--- src/rtl/duc_interp8_pkg.sv ---
package duc_interp8_pkg;
  localparam int FIR_PHASES = 2;
  localparam int FIR_TAPS   = 4;
  localparam int FIR_NORM   = 4;  // log2 of per-phase tap sum
  localparam int FIR_HEAD   = 5;  // accumulator growth over input width

  // phase 1 taps are phase 0 taps reversed (symmetric prototype)
  function automatic int fir_coef(input int phase, input int k);
    int idx;
    idx = (phase == 0) ? k : FIR_TAPS - 1 - k;
    case (idx)
      0:       return -1;
      1:       return 3;
      2:       return 15;
      default: return -1;
    endcase
  endfunction
endpackage

--- src/rtl/duc_fir_poly2.sv ---
module duc_fir_poly2
  import duc_interp8_pkg::*;
#(
  parameter int DATA_W = 16
) (
  input  logic                     clk_i,
  input  logic                     rst_ni,
  input  logic                     shift_i,
  input  logic signed [DATA_W-1:0] din_i,
  input  logic                     phase_i,
  output logic signed [DATA_W:0]   dout_o
);
  localparam int ACC_W = DATA_W + FIR_HEAD;

  logic signed [DATA_W-1:0] tap_q [FIR_TAPS];
  logic signed [ACC_W-1:0]  acc;

  always_ff @(posedge clk_i or negedge rst_ni) begin
    if (!rst_ni) begin
      for (int k = 0; k < FIR_TAPS; k++) tap_q[k] <= '0;
    end else if (shift_i) begin
      tap_q[0] <= din_i;
      for (int k = 1; k < FIR_TAPS; k++) tap_q[k] <= tap_q[k-1];
    end
  end

  always_comb begin
    acc = '0;
    for (int k = 0; k < FIR_TAPS; k++)
      acc += ACC_W'(tap_q[k]) * ACC_W'(fir_coef(int'(phase_i), k));
  end

  assign dout_o = acc[ACC_W-1:FIR_NORM];
endmodule

--- src/rtl/duc_cic_comb.sv ---
module duc_cic_comb #(
  parameter int W = 23,
  parameter int N = 3
) (
  input  logic                clk_i,
  input  logic                rst_ni,
  input  logic                en_i,
  input  logic signed [W-1:0] din_i,
  output logic signed [W-1:0] dout_o
);
  logic signed [W-1:0] stg [N+1];

  assign stg[0] = din_i;

  for (genvar i = 0; i < N; i++) begin : g_comb
    logic signed [W-1:0] dly_q;
    always_ff @(posedge clk_i or negedge rst_ni) begin
      if (!rst_ni)   dly_q <= '0;
      else if (en_i) dly_q <= stg[i];
    end
    assign stg[i+1] = stg[i] - dly_q;
  end

  assign dout_o = stg[N];
endmodule

--- src/rtl/duc_cic_integ.sv ---
module duc_cic_integ #(
  parameter int W = 23,
  parameter int N = 3
) (
  input  logic                clk_i,
  input  logic                rst_ni,
  input  logic signed [W-1:0] din_i,
  output logic signed [W-1:0] dout_o
);
  logic signed [W-1:0] stg [N+1];

  assign stg[0] = din_i;

  // each section registered: wraps modulo 2^W
  for (genvar i = 0; i < N; i++) begin : g_integ
    logic signed [W-1:0] sum_q;
    always_ff @(posedge clk_i or negedge rst_ni) begin
      if (!rst_ni) sum_q <= '0;
      else         sum_q <= sum_q + stg[i];
    end
    assign stg[i+1] = sum_q;
  end

  assign dout_o = stg[N];
endmodule

--- src/rtl/duc_interp8.sv ---
module duc_interp8
  import duc_interp8_pkg::*;
#(
  parameter int DATA_W = 16,
  parameter int CIC_N  = 3,
  parameter int CIC_R  = 4
) (
  input  logic                     clk_i,
  input  logic                     rst_ni,
  input  logic                     valid_i,
  input  logic signed [DATA_W-1:0] data_i,
  output logic                     ready_o,
  output logic signed [DATA_W+1:0] data_o
);
  localparam int RATE  = FIR_PHASES * CIC_R;
  localparam int CNT_W = $clog2(RATE);
  localparam int RLOG  = $clog2(CIC_R);
  localparam int FIR_W = DATA_W + 1;
  localparam int GROW  = CIC_N * RLOG;
  localparam int CIC_W = FIR_W + GROW;
  localparam int SHIFT = (CIC_N - 1) * RLOG;
  localparam int OUT_W = DATA_W + 2;

  logic [CNT_W-1:0]         slot_q;
  logic                     accept;
  logic                     comb_en;
  logic signed [DATA_W-1:0] fir_din;
  logic signed [FIR_W-1:0]  fir_out;
  logic signed [CIC_W-1:0]  comb_out;
  logic signed [CIC_W-1:0]  stuff_q;
  logic signed [CIC_W-1:0]  integ_out;

  always_ff @(posedge clk_i or negedge rst_ni) begin
    if (!rst_ni) slot_q <= '0;
    else         slot_q <= slot_q + 1'b1;
  end

  assign ready_o = (slot_q == '0);
  assign accept  = ready_o & valid_i;
  assign fir_din = accept ? data_i : '0;
  // one comb step per FIR output, one clock after each FIR phase becomes valid
  assign comb_en = (slot_q[RLOG-1:0] == RLOG'(1));

  duc_fir_poly2 #(.DATA_W(DATA_W)) u_fir (
    .clk_i   (clk_i),
    .rst_ni  (rst_ni),
    .shift_i (ready_o),
    .din_i   (fir_din),
    .phase_i (slot_q[CNT_W-1]),
    .dout_o  (fir_out)
  );

  duc_cic_comb #(.W(CIC_W), .N(CIC_N)) u_comb (
    .clk_i  (clk_i),
    .rst_ni (rst_ni),
    .en_i   (comb_en),
    .din_i  (CIC_W'(fir_out)),
    .dout_o (comb_out)
  );

  // zero insertion: comb result for one clock, zero for the rest
  always_ff @(posedge clk_i or negedge rst_ni) begin
    if (!rst_ni) stuff_q <= '0;
    else         stuff_q <= comb_en ? comb_out : '0;
  end

  duc_cic_integ #(.W(CIC_W), .N(CIC_N)) u_integ (
    .clk_i  (clk_i),
    .rst_ni (rst_ni),
    .din_i  (stuff_q),
    .dout_o (integ_out)
  );

  assign data_o = integ_out[SHIFT +: OUT_W];
endmodule

--- config.mk ---
export PLATFORM = sky130hd
export DESIGN_NAME = duc_interp8
export DESIGN_NICKNAME = d
export VERILOG_FILES = /design/src/rtl/duc_interp8_pkg.sv /design/src/rtl/duc_fir_poly2.sv /design/src/rtl/duc_cic_comb.sv /design/src/rtl/duc_cic_integ.sv /design/src/rtl/duc_interp8.sv
export SDC_FILE = /design/constraint.sdc
export NUM_CORES = 1
export LEC_CHECK = 0
export ABC_AREA = 1
export BUFFER_PORTS_ARGS = -buffer_cell sky130_fd_sc_hd__buf_2
export CAP_MARGIN = 20
export CORE_MARGIN = 4
export CORE_UTILIZATION = 55
export CTS_CLUSTER_DIAMETER = 30
export DETAILED_ROUTE_END_ITERATION = 10
export PLACE_DENSITY = 0.73
export SETUP_SLACK_MARGIN = 0.02
export SLEW_MARGIN = 5
export SYNTH_ARGS = -nofsm -noshare
export SYNTH_HDL_FRONTEND = slang
export SYNTH_HIERARCHICAL = 1
export SYNTH_SLANG_ARGS = --single-unit
--- constraint.sdc ---
create_clock -name clk_i -period 10.64 [get_ports clk_i]
set_input_delay 1.596 -clock clk_i [delete_from_list [all_inputs] [get_ports clk_i]]
set_output_delay 1.596 -clock clk_i [all_outputs]
set_load 0.1 [all_outputs]
Word level (Yosys, flattened, before mapping)

Cells that the tools add are included.

Register bits after elaboration: 222
Bits of input ports: 19
Output and inout bits: 19
Logic and storage cells: 47

Add/sub/neg operators: 10
$mul: 4
Equal/unequal tests: 9
Multiplexer cells: 10
Bitwise logic cells: 1
Reductions and logical operators: 1

Operator list:

| kind                  | number |
|---|---|
| $pmux W21 S2          | 4 |
| $eq A32 B1 Y1 const B | 4 |
| $eq A32 B2 Y1 const B | 4 |
| $mul A16 B21 Y21      | 4 |
| $add A23 B23 Y23      | 3 |
| $add A21 B21 Y21      | 3 |
| $sub A23 B23 Y23      | 2 |
| $mux W23              | 1 |
| $sub A17 B17 Y18      | 1 |
| $mux W16              | 1 |
| $mux W2               | 4 |
| $add A3 B1 Y3 const B | 1 |
| $logic_not A3 Y1      | 1 |
| $eq A2 B1 Y1 const B  | 1 |
| $and A1 B1 Y1         | 1 |

Logic depth before layout (Yosys ltp)

Depth in word-level cells: 11
Gate-level depth with buffers: 60
Gate-level depth less buffers: 57

Modules after synthesis

Netlist, hierarchy kept.

By module, submodules not included:

| module        | instances | cells an instance | area an instance (um2) | seq. area each (um2) |
|---|---|---|---|---|
| duc_fir_poly2 | 1         | 1,396             | 13,324.0               | 1,601.5 |
| duc_cic_integ | 1         | 1,082             | 6,648.9                | 1,726.7 |
| duc_cic_comb  | 1         | 875               | 6,307.3                | 1,726.7 |
| duc_interp8   | 1         | 117               | 1,081.0                | 650.6 |

Worst setup path after synthesis

No wires, ideal clock.

Path kind: reg2reg
Start point: register u_fir/tap_q[49] in the netlist's numbering
End point: register stuff_q[22]
Setup time: 0.113 ns
Data arrival time: 10.571 ns
Required time: 10.527 ns
Setup slack: -0.043 ns
Cell stages (with the launch flop): 47
Buffers on the path: 1
Period minus slack after synthesis: 10.683 ns
Path through: dfrtp_1 fa_1 inv_1 fa_1 fa_1 inv_1 fa_1 fa_1 fa_1 fa_1 fa_1 fa_1 inv_1 fa_1 inv_1 ha_1 a21oi_1 o21ai_0 [... 11 more ...] xor2_1 ha_1 nand2_1 o21ai_0 a21o_1 nand2_1 and2_1 ha_1 nand2_1 nor4_1 nand4_1 nand3_1 a21oi_1 nand3_1 nand2_1 buf_4 nand2_1 inv_1

RTL lines:

| item                 | RTL line            | RTL |
|---|---|---|
| from (decl)          | duc_fir_poly2.sv:15 | `logic signed [DATA_W-1:0] tap_q [FIR_TAPS];` |
| to (signal assigned) | duc_interp8.sv:64   | `else stuff_q <= comb_en ? comb_out : '0;` |
| to (decl)            | duc_interp8.sv:30   | `logic signed [CIC_W-1:0] stuff_q;` |

==> flow_summary_export.csv <==
group,metric,value,unit
drt,dr.pass1.iters,5,
die,die_area,51900,µm²
clock_tree,clkLatencyLatePin,0.59,ns
timing,rsz0062_at_grt,"yes",
finish,fin_area,33000,µm²
drt,drc,0,
global_routing,track_usage,25.0,%
drt,vias_per_cell,5.12,
clock_tree,cts_buffers,69,
setup_path,reg2reg_from,"u_fir/tap_q[5]",
timing,maxSlewViolCount,0,
setup_path,crit_top_cell,"fa_1",
clock_tree,cts-root-buf,"clkbuf_16",
die,start_util,55.7,%
timing,fin_crit_sh,101,%
global_routing,antenna_found_initial,0,
placed_design,io_buffer_count,37,
die,core,47700,µm²
clock_tree,cts_tree,"done",
setup_path,crit_buf_inv,9,
finish,nNetsFinal,4299,
setup_path,rrSetupSlack,-0.11,ns
drt,routed_wl,67600,µm
finish,final_core_util,69.2,%
finish,diodes,0,
timing,tightest_slew,0.917,ns
setup_path,cp_slowest_cell,"fa_1",
setup_path,crit_family,"adder cells",
timing,max-slew-margin-rel,38.8,%
timing,period_needed,10.75,ns
yosys,syn_inst,3337,
setup_path,arrival,11.25,ns
die,core.rowCount,80,
clock_tree,path_clk_slew,0.04,ns
run_status,violations,"setup timing",
setup_path,startpoint_type,"flip-flop",
setup_path,slowest_delay,0.55,ns
yosys,synth_warnings,6,
placed_design,preCtsSetupSlack,-0.331,ns
global_routing,grt_max_degree,146,
drt,ant_nets,0,
global_routing,grt_pass1_wl,108000,µm
worst_hold_path,hold_path.class,"flip-flop to flip-flop",
yosys,synth_area_per_cell,7.97,µm²
drt,routedWlPerCell,15.7,µm
global_routing,grt_overflow,0,
die,die_h,228,µm
worst_hold_path,hold_end,"u_integ/g_integ[0].sum_q[0]",
global_routing,grt_pass1_vias,22400,
finish,drive_gt1_share,20.2,%
run_status,status,"finished, violations left",
setup_path,r2r_end,"stuff_q[20]",
die,die_w,228,µm
finish,area.growth.synth_to_final,24.2,%
clock_tree,cts_buffer_depth,3,
setup_path,required,11.14,ns
drt,vias,22000,
run,max_cap_viol_count,0,
clock_tree,clock_sinks,221,
timing,fmax,93.0,MHz
die,ios,38,
worst_hold_path,hp-start,"stuff_q[0]",
worst_hold_path,hold_path_depth,1,
timing,finalHoldViolations,0,
timing,worst_slack,-0.112,ns
setup_path,crit_type,"flip-flop to flip-flop",
setup_path,end_kind,"flip-flop",
timing,setup-violations-final,3,
timing,finalClockSkew,0.0238,ns
yosys,synth_nets,3998,
placed_design,hpwl,48600,µm
clock_tree,h-tree-depth,3,
setup_path,reg2reg_depth,43,
setup_path,cp_max_fo,4,
yosys,synth_area,26600,µm²
clock_tree,ctsHoldBuffers,0,
placed_design,routabilityCongestion,0.887,
timing,holdWs,0.474,ns
drt,initialDrtViolationCount,1486,
placed_design,placed_cell_area,28800,µm²
## area by class of cell
cell class | count | area, µm²
multi-input cells | 2208 | 19200
fillers | 3519 | 14700
flip-flops and latches | 221 | 5530
inverters | 851 | 3200
repair buffers | 287 | 2140
clock buffers | 95 | 1970
well taps | 615 | 769
clock inverters | 22 | 269
## worst max path at each step
stage,from,endpoint,slack (ns),depth (start not counted)
2_1_floorplan,u_fir/tap_q[49],stuff_q[21],0.04,44
3_3_place_gp,u_fir/tap_q[49],stuff_q[19],-0.16,42
3_5_place_dp,u_fir/tap_q[3],stuff_q[19],-0.33,45
4_1_cts,u_fir/tap_q[3],stuff_q[19],0.008,51
5_1_grt,u_fir/tap_q[51],stuff_q[20],-0.53,51
6_report,u_fir/tap_q[5],stuff_q[20],-0.11,43
## metrics by stage
step | cells | TNS [ns]
6_report | 4299 | -0.318
5_1_grt | 4299 | -2.91
4_1_cts | 4259 | 0
3_5_place_dp | 4136 | -1.22
3_3_place_gp | 4136 | -0.391
2_1_floorplan | 3337 | 0
## cells in the final DEF (no fill, tap or decap), types with 12 or more instances in the layout
cell type  count
a21o_1        17
a21oi_1       76
a21oi_2       42
buf_2         36
buf_4        240
clkbuf_16     69
clkbuf_8      15
clkinv_2      12
dfrtp_1      221
fa_1         258
fa_2          13
ha_1         329
ha_4          40
inv_1        821
inv_2         26
nand2_1      705
nand2_2       69
nand3_1      103
nand3_2       12
nand4_1       14
nor2_1       145
nor2_2        34
nor2_4        16
o21ai_0      108
o21ai_2       14
xnor2_1       23
xor2_1        53
xor2_2        24
## per-layer routing
layer	vias to the layer above	share of wire (%)	GRT usage, %
li1	10700	-	-
met1	10600	44	35.1
met2	562	47	39.9
met3	170	5.4	4.35
met4	0	3.4	7.60
met5	-	0	0
## sequential cells by signal, summed over array words and instances (netlist names)
| register | count |
|---|---|
| u_integ/dout_o | 22 |
| u_fir/tap_q | 64 |
| stuff_q | 22 |
| u_comb/g_comb.dly_q | 66 |
| slot_q | 3 |
| u_integ/g_integ.sum_q | 44 |
## what timing repair did
| item | CTS | global route |
|---|---|---|
| endpoints found under the setup margin | 9 | 15 |
| setup buffers | 6 | 39 |
| pin swaps | 25 | 161 |
| resized for setup | 79 | 250 |
Power is left out: the tool's default activity adds up to more than one toggle a clock period on the data nets, which glitch-free logic cannot reach.
